$ cat src/rtl/bus_arb_pkg.sv
package bus_arb_pkg;
  typedef enum logic [2:0] {
    ARB_IDLE   = 3'd0,
    ARB_HOLD   = 3'd1,
    ARB_RG_GNT = 3'd2,
    ARB_RG_OWN = 3'd3,
    ARB_RETAKE = 3'd4
  } arb_state_e;
endpackage

$ cat src/rtl/rg_chan_tracker.sv
module rg_chan_tracker (
  input  logic clk,
  input  logic rst,
  input  logic mode_max,
  input  logic line_n,
  input  logic chan_busy,
  input  logic grant_clr,
  output logic pend
);
  always_ff @(posedge clk) begin
    if (rst)
      pend <= 1'b0;
    else if (grant_clr)
      pend <= 1'b0;
    else if (mode_max && !line_n && !chan_busy)
      pend <= 1'b1;
  end


  pend_min_mode_chk: assert property (@(posedge clk) disable iff (rst)
    (!$past(mode_max) && !$past(pend)) |-> !pend);
endmodule

$ cat src/rtl/arb_fsm.sv
module arb_fsm
  import bus_arb_pkg::*;
#(
  parameter int NCH = 2,
  localparam int CW = (NCH > 1) ? $clog2(NCH) : 1
) (
  input  logic           clk,
  input  logic           rst,
  input  logic           mode_max,
  input  logic           cycle_boundary,
  input  logic           lock_active,
  input  logic           hold_req,
  input  logic [NCH-1:0] rg_line_n,
  input  logic [NCH-1:0] pend,
  output logic [NCH-1:0] grant_clr,
  output logic [NCH-1:0] chan_busy,
  output logic           hold_ack,
  output logic [NCH-1:0] rg_pull,
  output logic           bus_float
);
  arb_state_e state_q, state_d;
  logic [CW-1:0] owner_q, owner_d, pick;
  logic          may_grant;

  assign may_grant = cycle_boundary && !lock_active;

  always_comb begin
    pick = '0;
    for (int i = NCH - 1; i >= 0; i--)
      if (pend[i]) pick = CW'(i);
  end

  always_comb begin
    state_d   = state_q;
    owner_d   = owner_q;
    grant_clr = '0;
    case (state_q)
      ARB_IDLE: begin
        if (may_grant) begin
          if (mode_max && (|pend)) begin
            state_d         = ARB_RG_GNT;
            owner_d         = pick;
            grant_clr[pick] = 1'b1;
          end else if (!mode_max && hold_req) begin
            state_d = ARB_HOLD;
          end
        end
      end
      ARB_HOLD:   if (!hold_req) state_d = ARB_RETAKE;
      ARB_RG_GNT: state_d = ARB_RG_OWN;
      ARB_RG_OWN: if (!rg_line_n[owner_q]) state_d = ARB_RETAKE;
      default:    state_d = ARB_IDLE;
    endcase
  end

  always_comb begin
    chan_busy = '0;
    if (state_q == ARB_RG_GNT || state_q == ARB_RG_OWN)
      chan_busy[owner_q] = 1'b1;
  end

  always_ff @(posedge clk) begin
    if (rst) begin
      state_q   <= ARB_IDLE;
      owner_q   <= '0;
      hold_ack  <= 1'b0;
      rg_pull   <= '0;
      bus_float <= 1'b0;
    end else begin
      state_q   <= state_d;
      owner_q   <= owner_d;
      hold_ack  <= (state_d == ARB_HOLD);
      bus_float <= (state_d != ARB_IDLE);
      rg_pull   <= '0;
      if (state_d == ARB_RG_GNT) rg_pull[owner_d] <= 1'b1;
    end
  end


  grant_boundary_chk: assert property (@(posedge clk) disable iff (rst)
    $rose(bus_float) |-> $past(cycle_boundary));

  grant_unlocked_chk: assert property (@(posedge clk) disable iff (rst)
    $rose(bus_float) |-> !$past(lock_active));

  hold_ack_cause_chk: assert property (@(posedge clk) disable iff (rst)
    $rose(hold_ack) |-> ($past(hold_req) && !$past(mode_max)));

  hold_drop_chk: assert property (@(posedge clk) disable iff (rst)
    (hold_ack && !hold_req) |=> (!hold_ack && bus_float));

  float_cover_chk: assert property (@(posedge clk) disable iff (rst)
    (hold_ack || (|rg_pull)) |-> bus_float);

  one_grant_chk: assert property (@(posedge clk) disable iff (rst)
    $onehot0(rg_pull) && !(hold_ack && (|rg_pull)));

  grant_pulse_chk: assert property (@(posedge clk) disable iff (rst)
    (|rg_pull) |=> !(|rg_pull));
endmodule

$ cat src/rtl/bus_own_arbiter.sv
module bus_own_arbiter #(
  parameter int NCH = 2
) (
  input  logic           clk,
  input  logic           rst,
  input  logic           mode_max,
  input  logic           cycle_boundary,
  input  logic           lock_active,
  input  logic           hold_req,
  output logic           hold_ack,
  input  logic [NCH-1:0] rg_line_n,
  output logic [NCH-1:0] rg_pull,
  output logic           bus_float
);
  logic [NCH-1:0] pend, grant_clr, chan_busy;

  for (genvar g = 0; g < NCH; g++) begin : g_chan
    rg_chan_tracker u_trk (
      .clk       (clk),
      .rst       (rst),
      .mode_max  (mode_max),
      .line_n    (rg_line_n[g]),
      .chan_busy (chan_busy[g]),
      .grant_clr (grant_clr[g]),
      .pend      (pend[g])
    );
  end

  arb_fsm #(.NCH(NCH)) u_fsm (
    .clk            (clk),
    .rst            (rst),
    .mode_max       (mode_max),
    .cycle_boundary (cycle_boundary),
    .lock_active    (lock_active),
    .hold_req       (hold_req),
    .rg_line_n      (rg_line_n),
    .pend           (pend),
    .grant_clr      (grant_clr),
    .chan_busy      (chan_busy),
    .hold_ack       (hold_ack),
    .rg_pull        (rg_pull),
    .bus_float      (bus_float)
  );


  reset_quiet_chk: assert property (@(posedge clk)
    $past(rst) |-> (!hold_ack && !(|rg_pull) && !bus_float));
endmodule

$ cat config.mk
export PLATFORM = sky130hd
export DESIGN_NAME = bus_own_arbiter
export DESIGN_NICKNAME = d
export VERILOG_FILES = /design/src/rtl/bus_arb_pkg.sv /design/src/rtl/rg_chan_tracker.sv /design/src/rtl/arb_fsm.sv /design/src/rtl/bus_own_arbiter.sv
export SDC_FILE = /design/constraint.sdc
export NUM_CORES = 1
export LEC_CHECK = 0
export ABC_AREA = 0
export BUFFER_PORTS_ARGS = -buffer_cell sky130_fd_sc_hd__buf_4
export CAP_MARGIN = 20
export CORE_MARGIN = 2
export CORE_UTILIZATION = 30
export CTS_CLUSTER_DIAMETER = 80
export DETAILED_ROUTE_END_ITERATION = 8
export PLACE_DENSITY = 0.52
export SYNTH_ARGS = -nofsm -noshare
export SYNTH_HDL_FRONTEND = slang
export SYNTH_SLANG_ARGS = --single-unit
$ cat constraint.sdc
create_clock -name clk -period 1.61 [get_ports clk]
set_input_delay 0.161 -clock clk [delete_from_list [all_inputs] [get_ports clk]]
set_output_delay 0.161 -clock clk [all_outputs]
set_load 0.01 [all_outputs]
-- Word-level counts from Yosys, hierarchy flattened
Index checks and enable logic that the tools add are counted.
W data, S select, Z words.
- output and inout port bits: 4
- word-level logic and storage cells: 65
- flip-flop bits (word level): 10
- bits of input ports: 8
- equality and inequality tests: 5
- bitwise operators: 1
- muxes and demuxes: 23
- $lt $le $gt $ge: 6
- reduce and logical (&&, ||, !) cells: 23
- operators with widths (cell ; number):
    $mux W3 ; 5
    $pmux W3 S4 ; 1
    $logic_and A1 B1 Y1 ; 10
    $mux W1 ; 10
    $eq A3 B2 Y1 const B ; 3
    $mux W2 ; 4
    $reduce_or A2 Y1 ; 4
    $eq A3 B1 Y1 const B ; 2
    $logic_not A1 Y1 ; 6
    $lt A1 B2 Y1 const B ; 3
    $demux W1 S1 ; 3
    $ge A1 B1 Y1 const B ; 3
    $logic_not A3 Y1 ; 1
    $reduce_bool A3 Y1 ; 1
    $logic_or A1 B1 Y1 ; 1
    $not A1 Y1 ; 1

-- Depth between registers and ports, before layout
Gate-level depths: netlist of the first run.
- word-level depth: 10
- depth in mapped cells: 4
- mapped depth without buffers: 4

-- Cells and area by module
From an unflattened synthesis of the first run, not the netlist that was laid out.
- cell total of the unflattened synthesis: 48
- area, all modules: 478.0 um2
- by module, submodules not included (module ; times used ; sequential area each (um2) ; area an instance (um2) ; cells an instance):
    arb_fsm ; 1 ; 160.2 ; 390.4 ; 40
    rg_chan_tracker ; 2 ; 20.0 ; 43.8 ; 4

-- Worst setup path before layout of the first run
OpenSTA, ideal clock, no wires.
- kind: register to register
- from: reg u_fsm.owner_q
- to: reg u_fsm.rg_pull[1]
- clock period less this slack: 1336 ps
- buffers on the path: 0
- arrival time: 1203 ps
- setup time: 133 ps
- path slack: 274 ps
- required time: 1477 ps
- stages on the path, launching flop included: 5
- path through: dfxtp_1 -> mux2_2 -> nand3b_1 -> a21oi_1 -> nor4_1
- longest elaborated chain between the ends: 7
- elaborated cells between the ends (all ways): 15
- classes of those cells: order compare: 2; eq/ne: 1; mux: 9; bitwise: 1; reduce/logical: 2
- ends and longest elaborated chain (what ; RTL line ; RTL):
    from (decl) ; arb_fsm.sv:22 ; logic [CW-1:0] owner_q, owner_d, pick;
    from (signal assigned) ; arb_fsm.sv:71 ; owner_q <= owner_d;
    $mux W1 (on tied branches) ; arb_fsm.sv:51, arb_fsm.sv:40 ;
    $mux W1 (on tied branches) ; arb_fsm.sv:51, arb_fsm.sv:39 ;
    $mux W3 / $mux W1 (equally long branches) ; arb_fsm.sv:51, arb_fsm.sv:37 ;
    $pmux W3 S4, or another cell as far along ; arb_fsm.sv:37 ; case (state_q)
    $eq A3 B2 Y1 / $logic_and A1 B1 Y1 (equally long branches) ; arb_fsm.sv:75 ; if (state_d == ARB_RG_GNT) rg_pull[owner_d] <= 1'b1;
    $not A1 Y1 (no source line) / $mux W1 (equally long branches) ; - ;
    $reduce_or A2 Y1 (no source line) / $demux W1 S1 (equally long branches) ; - ;
    to (signal assigned) ; arb_fsm.sv:67 ; rg_pull <= '0;
    to (signal assigned) ; arb_fsm.sv:74 ; rg_pull <= '0;
    to (signal, indexed assignment) ; arb_fsm.sv:75 ;
    to (decl) ; arb_fsm.sv:18 ; output logic [NCH-1:0] rg_pull,
Several ways; a longest one is shown, not always the timed one. The select of a mux whose other input is x is not followed.
A chain may end at the register's enable or synchronous reset.

-- Worst setup path after layout of the first run
Ends and elaborated chain as after synthesis.

==> impl_summary.md, run 1 <==
Cells and area
The number of standard cells in the final layout excluding fillers is 75. The number of nets at the end of the flow is 70. The layout has 150 filler cells.

The relative area change from synthesis to final layout is 28.9%. The number of antenna diodes is 0. The post-route netlist has 33.3% of its cells at a drive strength greater than 1.

Synthesis
Summing every instance area after synthesis gives 442 µm². The cell type contributing the most total cell area after synthesis is dfxtp_1. The commonest cells after synthesis are dfxtp_1 (10), a21oi_1 (7), nor2_1 (3). The post-synthesis async set-or-reset flop share is 0%. Sorting the synthesized cells by area gives the leading types as dfxtp_1 (45%), a21oi_1 (7.9%), nor4_4 (4.8%). The number of flops mapped to enable cells by yosys is 0. Counting every net in the synthesized netlist gives 54. The count of different cell masters after synthesis is 26. After synthesis the netlist holds a flip-flop and latch count of 10. The synthesized area per cell is 9.60 µm². The count of warnings emitted by yosys is 0. The cell count after synthesis came out at 46. The flip-flop cell with the highest count after synthesis is dfxtp_1. In the post-synthesis netlist, the cell with the most instances is dfxtp_1.

The portion of the post-synthesis area used by sequential elements is 45.3%. The synthesized design devotes to its leading area cell type 45.3% of total area.

Drt
The first routing iteration left 11 violations. The average routed wire per standard cell is 12.5 µm. For this run, design rule violations remaining after detail routing come to 0. For this block, the via count after detailed routing is 410. The count of TritonRoute iterations in the first routing pass is 4. The final antenna-violating net count is 0. The wire length reported by the detailed router is 936 µm. The ratio of routed vias to standard cells is 5.47.

Clock tree
The setup fix buffers added after clock tree synthesis is 0. The later pin in the worst-skew pair is clocked with a latency of 260 ps. The clock passes through at most 2 buffers. In this run the number of H-tree levels came out at 1.

The number of buffers added by the clock tree synthesis step is 3. The post-CTS clock slew at the launch and capture registers of the worst setup and hold paths is 60 ps. The post-cts repair resize count is 0. The hold buffer count at cts is 0. TritonCTS built the clock tree. The clock sink total is 10.

The clock root buffer master is clkbuf_4.

Status
The flow ran to the end, and the final reports show no timing, DRC or antenna violations.

Placed design
The congestion estimate from routability-driven global placement came to 0.858. Prior to clock tree synthesis, the placed netlist has a worst setup slack of 151 ps. The detailed placement HPWL is 718 µm. The count of buffers from port buffering is 11. After detailed placement, the design holds a cell count of 72.

Power
The leakage power is 0.226 nW. Power spread over the standard cell area amounts to 861 mW/mm². The worst supply voltage drop on vdd is 0.491 mV.

Floorplan
The floorplan step defined a die boundary enclosing 0.00180 mm². The row count is 13. The starting density of the core is 33.1%. The width of the die is 42.4 µm. The core area is 0.00133 mm². The die is 42.4 µm tall. The top-level I/O count is 12.

GRT
The first global-routing pass estimated 1570 µm of wire. The initial antenna violation count is 0. Entering global routing, the biggest net connects 11 pins. The total overflow left after global routing is 0. The number of global-route vias before repair is 374. The combined global-route utilization of all metal layers is 12.0%.

Critical path
The slowest cell on the critical path is dfxtp_1. The arrival time reported for the critical path endpoint is 1620 ps. Walking the worst path, the cells encountered are mux2_2 -> nand3b_1 -> a21oi_1 -> nor4_1. STA classifies the critical path startpoint as a flop.

The class of the most critical setup path is flop to flop. The data required time of the critical path is 1750 ps. Of all nets on the critical path, the largest fanout is 4. The endpoint class of the critical path is a flop. The largest single stage delay on the critical path is 370 ps.

STA
The final critical path time including I/O delays and setup is 1490 ps. For the pin with the worst max-slew slack, the measured transition is 372 ps. Headroom to the max-slew limit came out at 75.2%. Timing would allow up to 672 MHz. Once routing completed, OpenROAD measured the worst setup slack at 122 ps.

The hold violation count in the final report came to 0. Setup violations remaining at the end of the flow were counted as 0. The final max-slew violation count is 0. In the finished design, the share of the clock period the worst path needs comes to 92.4%. The smallest hold slack is 143 ps.

Setup repair after global routing left no endpoint under its margin. The accumulated negative setup slack is 0 ps. The worst clock skew is 2.63 ps.

Job
The total of max-cap violations is 0.

Worst hold path
The path class of the tightest hold or removal check is input port to flop.
[state kept, by name (all words and copies together), names as in the netlist]
| signal | flops |
|---|---|
| u_fsm.state_q | 3 |
| g_chan.u_trk.pend | 2 |
| u_fsm.rg_pull | 2 |
| u_fsm.bus_float | 1 |
| u_fsm.hold_ack | 1 |
| u_fsm.owner_q | 1 |
[worst max-delay path, delay by kind of cell (launching register included)]
| family | cells | cell delay, ps |
|---|---|---|
| mux | 1 | 360 |
| flops | 1 | 370 |
| simple gates | 2 | 290 |
| compound gates | 1 | 350 |
[metrics by stage]
step / util, % / power, mW / instance area, µm²
6_report: 42.7 / 0.490 / 569
5_1_grt: 42.7 / 0.526 / 569
4_1_cts: 42.7 / 0.499 / 569
3_5_place_dp: 41.0 / 0.335 / 547
3_3_place_gp: 41.0 / 0.336 / 547
2_1_floorplan: - / 0.305 / 442
[cell type report]
| type | count | area [µm²] | area share (%) |
|---|---|---|---|
| Multi-Input combinational cell | 34 | 234 | 41.1 |
| Clock buffer | 3 | 22.5 | 3.96 |
| Sequential cell | 10 | 200 | 35.2 |
| Timing Repair Buffer | 12 | 90.1 | 15.8 |
| Tap cell | 15 | 18.8 | 3.30 |
| Inverter | 1 | 3.75 | 0.659 |
[report_power, final]
part           switching [mW]  internal [mW]  leakage, nW
Clock                  0.0751         0.0858       0.0138
Combinational          0.0276         0.0330        0.131
Sequential             0.0111          0.258       0.0813
[cell families after synthesis]
| kind of cell | synth area share [%] |
|---|---|
| buffers and inverters | 1.70 |
| AND/OR/NAND/NOR | 33.1 |
| flip-flops | 45.3 |
| multiplexers | 2.55 |
| AO/OA/AOI/OAI | 17.3 |
[routing by layer]
layer  wire (µm)  GRT usage (%)  share of wire (%)  vias up
li1            -              -                  -      208
met1         432           14.1                 46      190
met2         436           17.5                 47       10
met3          59           7.76                6.3        2
met4           8           3.75               0.85        0
met5           0              0                  0        -
[cell usage in the layout, fill, tap and decap left out, types with 2 or more instances in the layout]
| cell | n |
|---|---|
| o21ai_0 | 2 |
| dfxtp_1 | 10 |
| a21oi_1 | 7 |
| nand2_1 | 2 |
| nor2_1 | 3 |
| nor3_1 | 2 |
| buf_4 | 12 |
| clkbuf_4 | 3 |
[final timing paths]
kind                        startpoint              endpoint  slack, ps  depth (start not counted)
hold reg to reg   g_chan[1].u_trk.pend      u_fsm.rg_pull[1]        500                          2
hold / removal                     rst  g_chan[1].u_trk.pend        140                          2
setup / recovery         u_fsm.owner_q      u_fsm.rg_pull[1]        120                          4
setup reg to reg         u_fsm.owner_q      u_fsm.rg_pull[1]        120                          4
(Power assumes the default switching activity.)
==> run 2, diff against run 1 <==
- GPL_TIMING_DRIVEN: not set -> 0
==> impl_summary.md, run 2 (same netlist as run 1, synthesis figures left out) <==
Critical path
The register-to-register setup slack is 110 ps. Data on the critical path is required at its endpoint by 1750 ps. STA puts the critical path data arrival time at 1640 ps. In this run the critical register-to-register path is captured at u_fsm.rg_pull[1]. The worst register-to-register path has a depth of 4. The category of the worst setup path launch point is a flop. The largest fanout of any net on the critical path is 4.

The endpoint class of the critical path is a flop. The startpoint identified for the worst register-to-register timing path is u_fsm.owner_q. The class of the most critical setup path is flop to flop.

Clock tree
The maximum clock path buffer count is 2. TritonCTS built the clock tree. The clock root buffer master is clkbuf_4. Clock-pin slew was measured on the worst setup and hold paths at 70 ps.

Buffers inserted during clock tree synthesis total 3. At the later pin of the worst-skew pair, clock insertion delay measures 270 ps. The clock net in this run drives a total of 10 sinks. The number of levels in the clock H-tree is 1.

STA
The actual transition at the worst max-transition pin is 464 ps. The worst path meets setup with 114 ps of slack. Final hold analysis gives a worst-case slack of 173 ps.

The worst max-slew margin expressed relative to the limit is 69.1%. Setup repair after global routing left no endpoint under its margin. Across the routed clock network, the largest skew measured is 7.71 ps. The routed design could run at a clock period as short as 1500 ps. The hold violation count in the final report is 0. The final max-slew violation count is 0. The accumulated negative setup slack is 0 ps. Dividing the final minimum period by the clock period gives 92.9%.

For this run, the top clock speed supported by timing is 668 MHz. Setup violations remaining at the end of the flow were counted as 0.

Worst hold path
The worst hold path depth is 3. In this run the most critical hold path is launched from rg_line_n[1]. The worst hold path terminates at g_chan[1].u_trk.pend. The min-delay analysis places its worst path in the category input port to flop.

Floorplan
For this configuration, the core starts out at a cell density of 33.1%. The overall die area is 0.00180 mm². The top-level I/O count is 12. The core area is 0.00133 mm².

The floorplan has 13 rows. The width of the die is 42.4 µm. The floorplan step set the die height to 42.4 µm.

Power
Power spread over the standard cell area amounts to 961 mW/mm². The worst supply voltage drop on vdd is 0.483 mV. The leakage power is 0.225 nW.

Drt
After detailed routing, the number of remaining DRC violations is 0. The final route contains 402 vias. The DRC violation total after the first TritonRoute iteration is 3. The wire length reported by the detailed router is 912 µm. The average routed wire per standard cell is 12.2 µm. The first detailed-routing pass ran for 4 iterations. Using the TritonRoute via totals, the vias-per-cell ratio works out to 5.36. The final antenna-violating net count is 0.

Placed design
OpenSTA, run right after detailed placement, puts the worst setup slack at 64.2 ps. Including well taps, the total number of placed cells is 71. The global placement routability congestion is 0.737. The count of buffers from port buffering is 10. Detailed placement ended at an HPWL of 689 µm. After detailed placement, the total cell area comes to 536 µm².

Cells and area
The relative area change from synthesis to final layout is 31.2%. The largest registers in the layout are u_fsm.state_q x3, g_chan.u_trk.pend x2, u_fsm.rg_pull x2. The post-route netlist has 35.0% of its cells at a drive strength greater than 1. The flip-flop count of the largest register, all copies and words added is 3. The number of standard cells in the final layout excluding fillers is 75.

The finished cells cover 579 µm². The largest register by flop count is u_fsm.state_q. The library cells used most frequently in the layout, excluding fill and tap cells, are dfxtp_1 (10), buf_4 (10), a21oi_1 (5). The number of nets at the end of the flow is 69. The number of antenna diodes is 0.

GRT
The pin count of the biggest net entering global routing is 11. The total overflow left after global routing is 0. The number of global-route vias before repair is 370. The initial antenna violation count is 0. The wire length of the first global-routing pass is 1500 µm. Across every metal layer, demand over resource in global routing totals 11.4%.

Status
The run finished with clean final reports.

Job
Across the run, the number of max-cap violations was 0.
==> run 2: cell types whose count changed in the layout (fill, tap and decap cells not counted) <==
cell,delta
a21oi_1,-2
a21oi_2,+2
buf_1,+1
buf_4,-2
clkbuf_8,+1
==> run 2: cell type report <==
class	count	area, µm²
buffer	1	3.75
clock buffer	4	36.3
fill	136	754
inverter	1	3.75
tap	15	18.8
multi-input combinational	34	241
sequential	10	200
timing repair buffer	10	75.1
==> run 2: power by group <==
part	internal, mW	switching (mW)
combinational	0.0322	0.0281
sequential	0.257	0.0108
clock	0.137	0.0909
==> run 2: worst max-delay path: stages, from the launching register on <==
cell	delay (ps)
dfxtp_1	390
mux2_2	360
nand3b_1	230
a21oi_2	290
nor4_1	80
==> run 2: repair_timing <==
action / CTS / global route
gates resized for setup: 0 / 2
endpoints found under the setup margin: 0 / 4
setup buffers: 0 / 0
hold buffers: 0 / 0
==> run 2: stage by stage <==
stage	utilization, %	power (mW)
after floorplan	-	0.305
after global placement	40.2	0.333
after detailed placement	40.2	0.333
after CTS	42.9	0.559
after global routing	43.4	0.583
final	43.4	0.557
==> run 2: worst max-delay path by stage <==
| stage | start | to | slack, ps | depth (start not counted) |
|---|---|---|---|---|
| detailed placement | u_fsm.owner_q | u_fsm.rg_pull[1] | 60 | 4 |
| floorplan | u_fsm.owner_q | u_fsm.rg_pull[1] | 270 | 4 |
| finish | u_fsm.owner_q | u_fsm.rg_pull[1] | 110 | 4 |
| CTS | u_fsm.owner_q | u_fsm.rg_pull[1] | 50 | 4 |
| global placement | u_fsm.owner_q | u_fsm.rg_pull[0] | 80 | 4 |
| global route | u_fsm.owner_q | u_fsm.rg_pull[1] | 40 | 4 |
==> run 2: layer usage <==
metal  GRT usage [%]  part of all wire, %
met1            12.5                   47
met5               0                    0
met4            5.63                  1.2
met2            17.5                   47
met3            6.47                  4.9
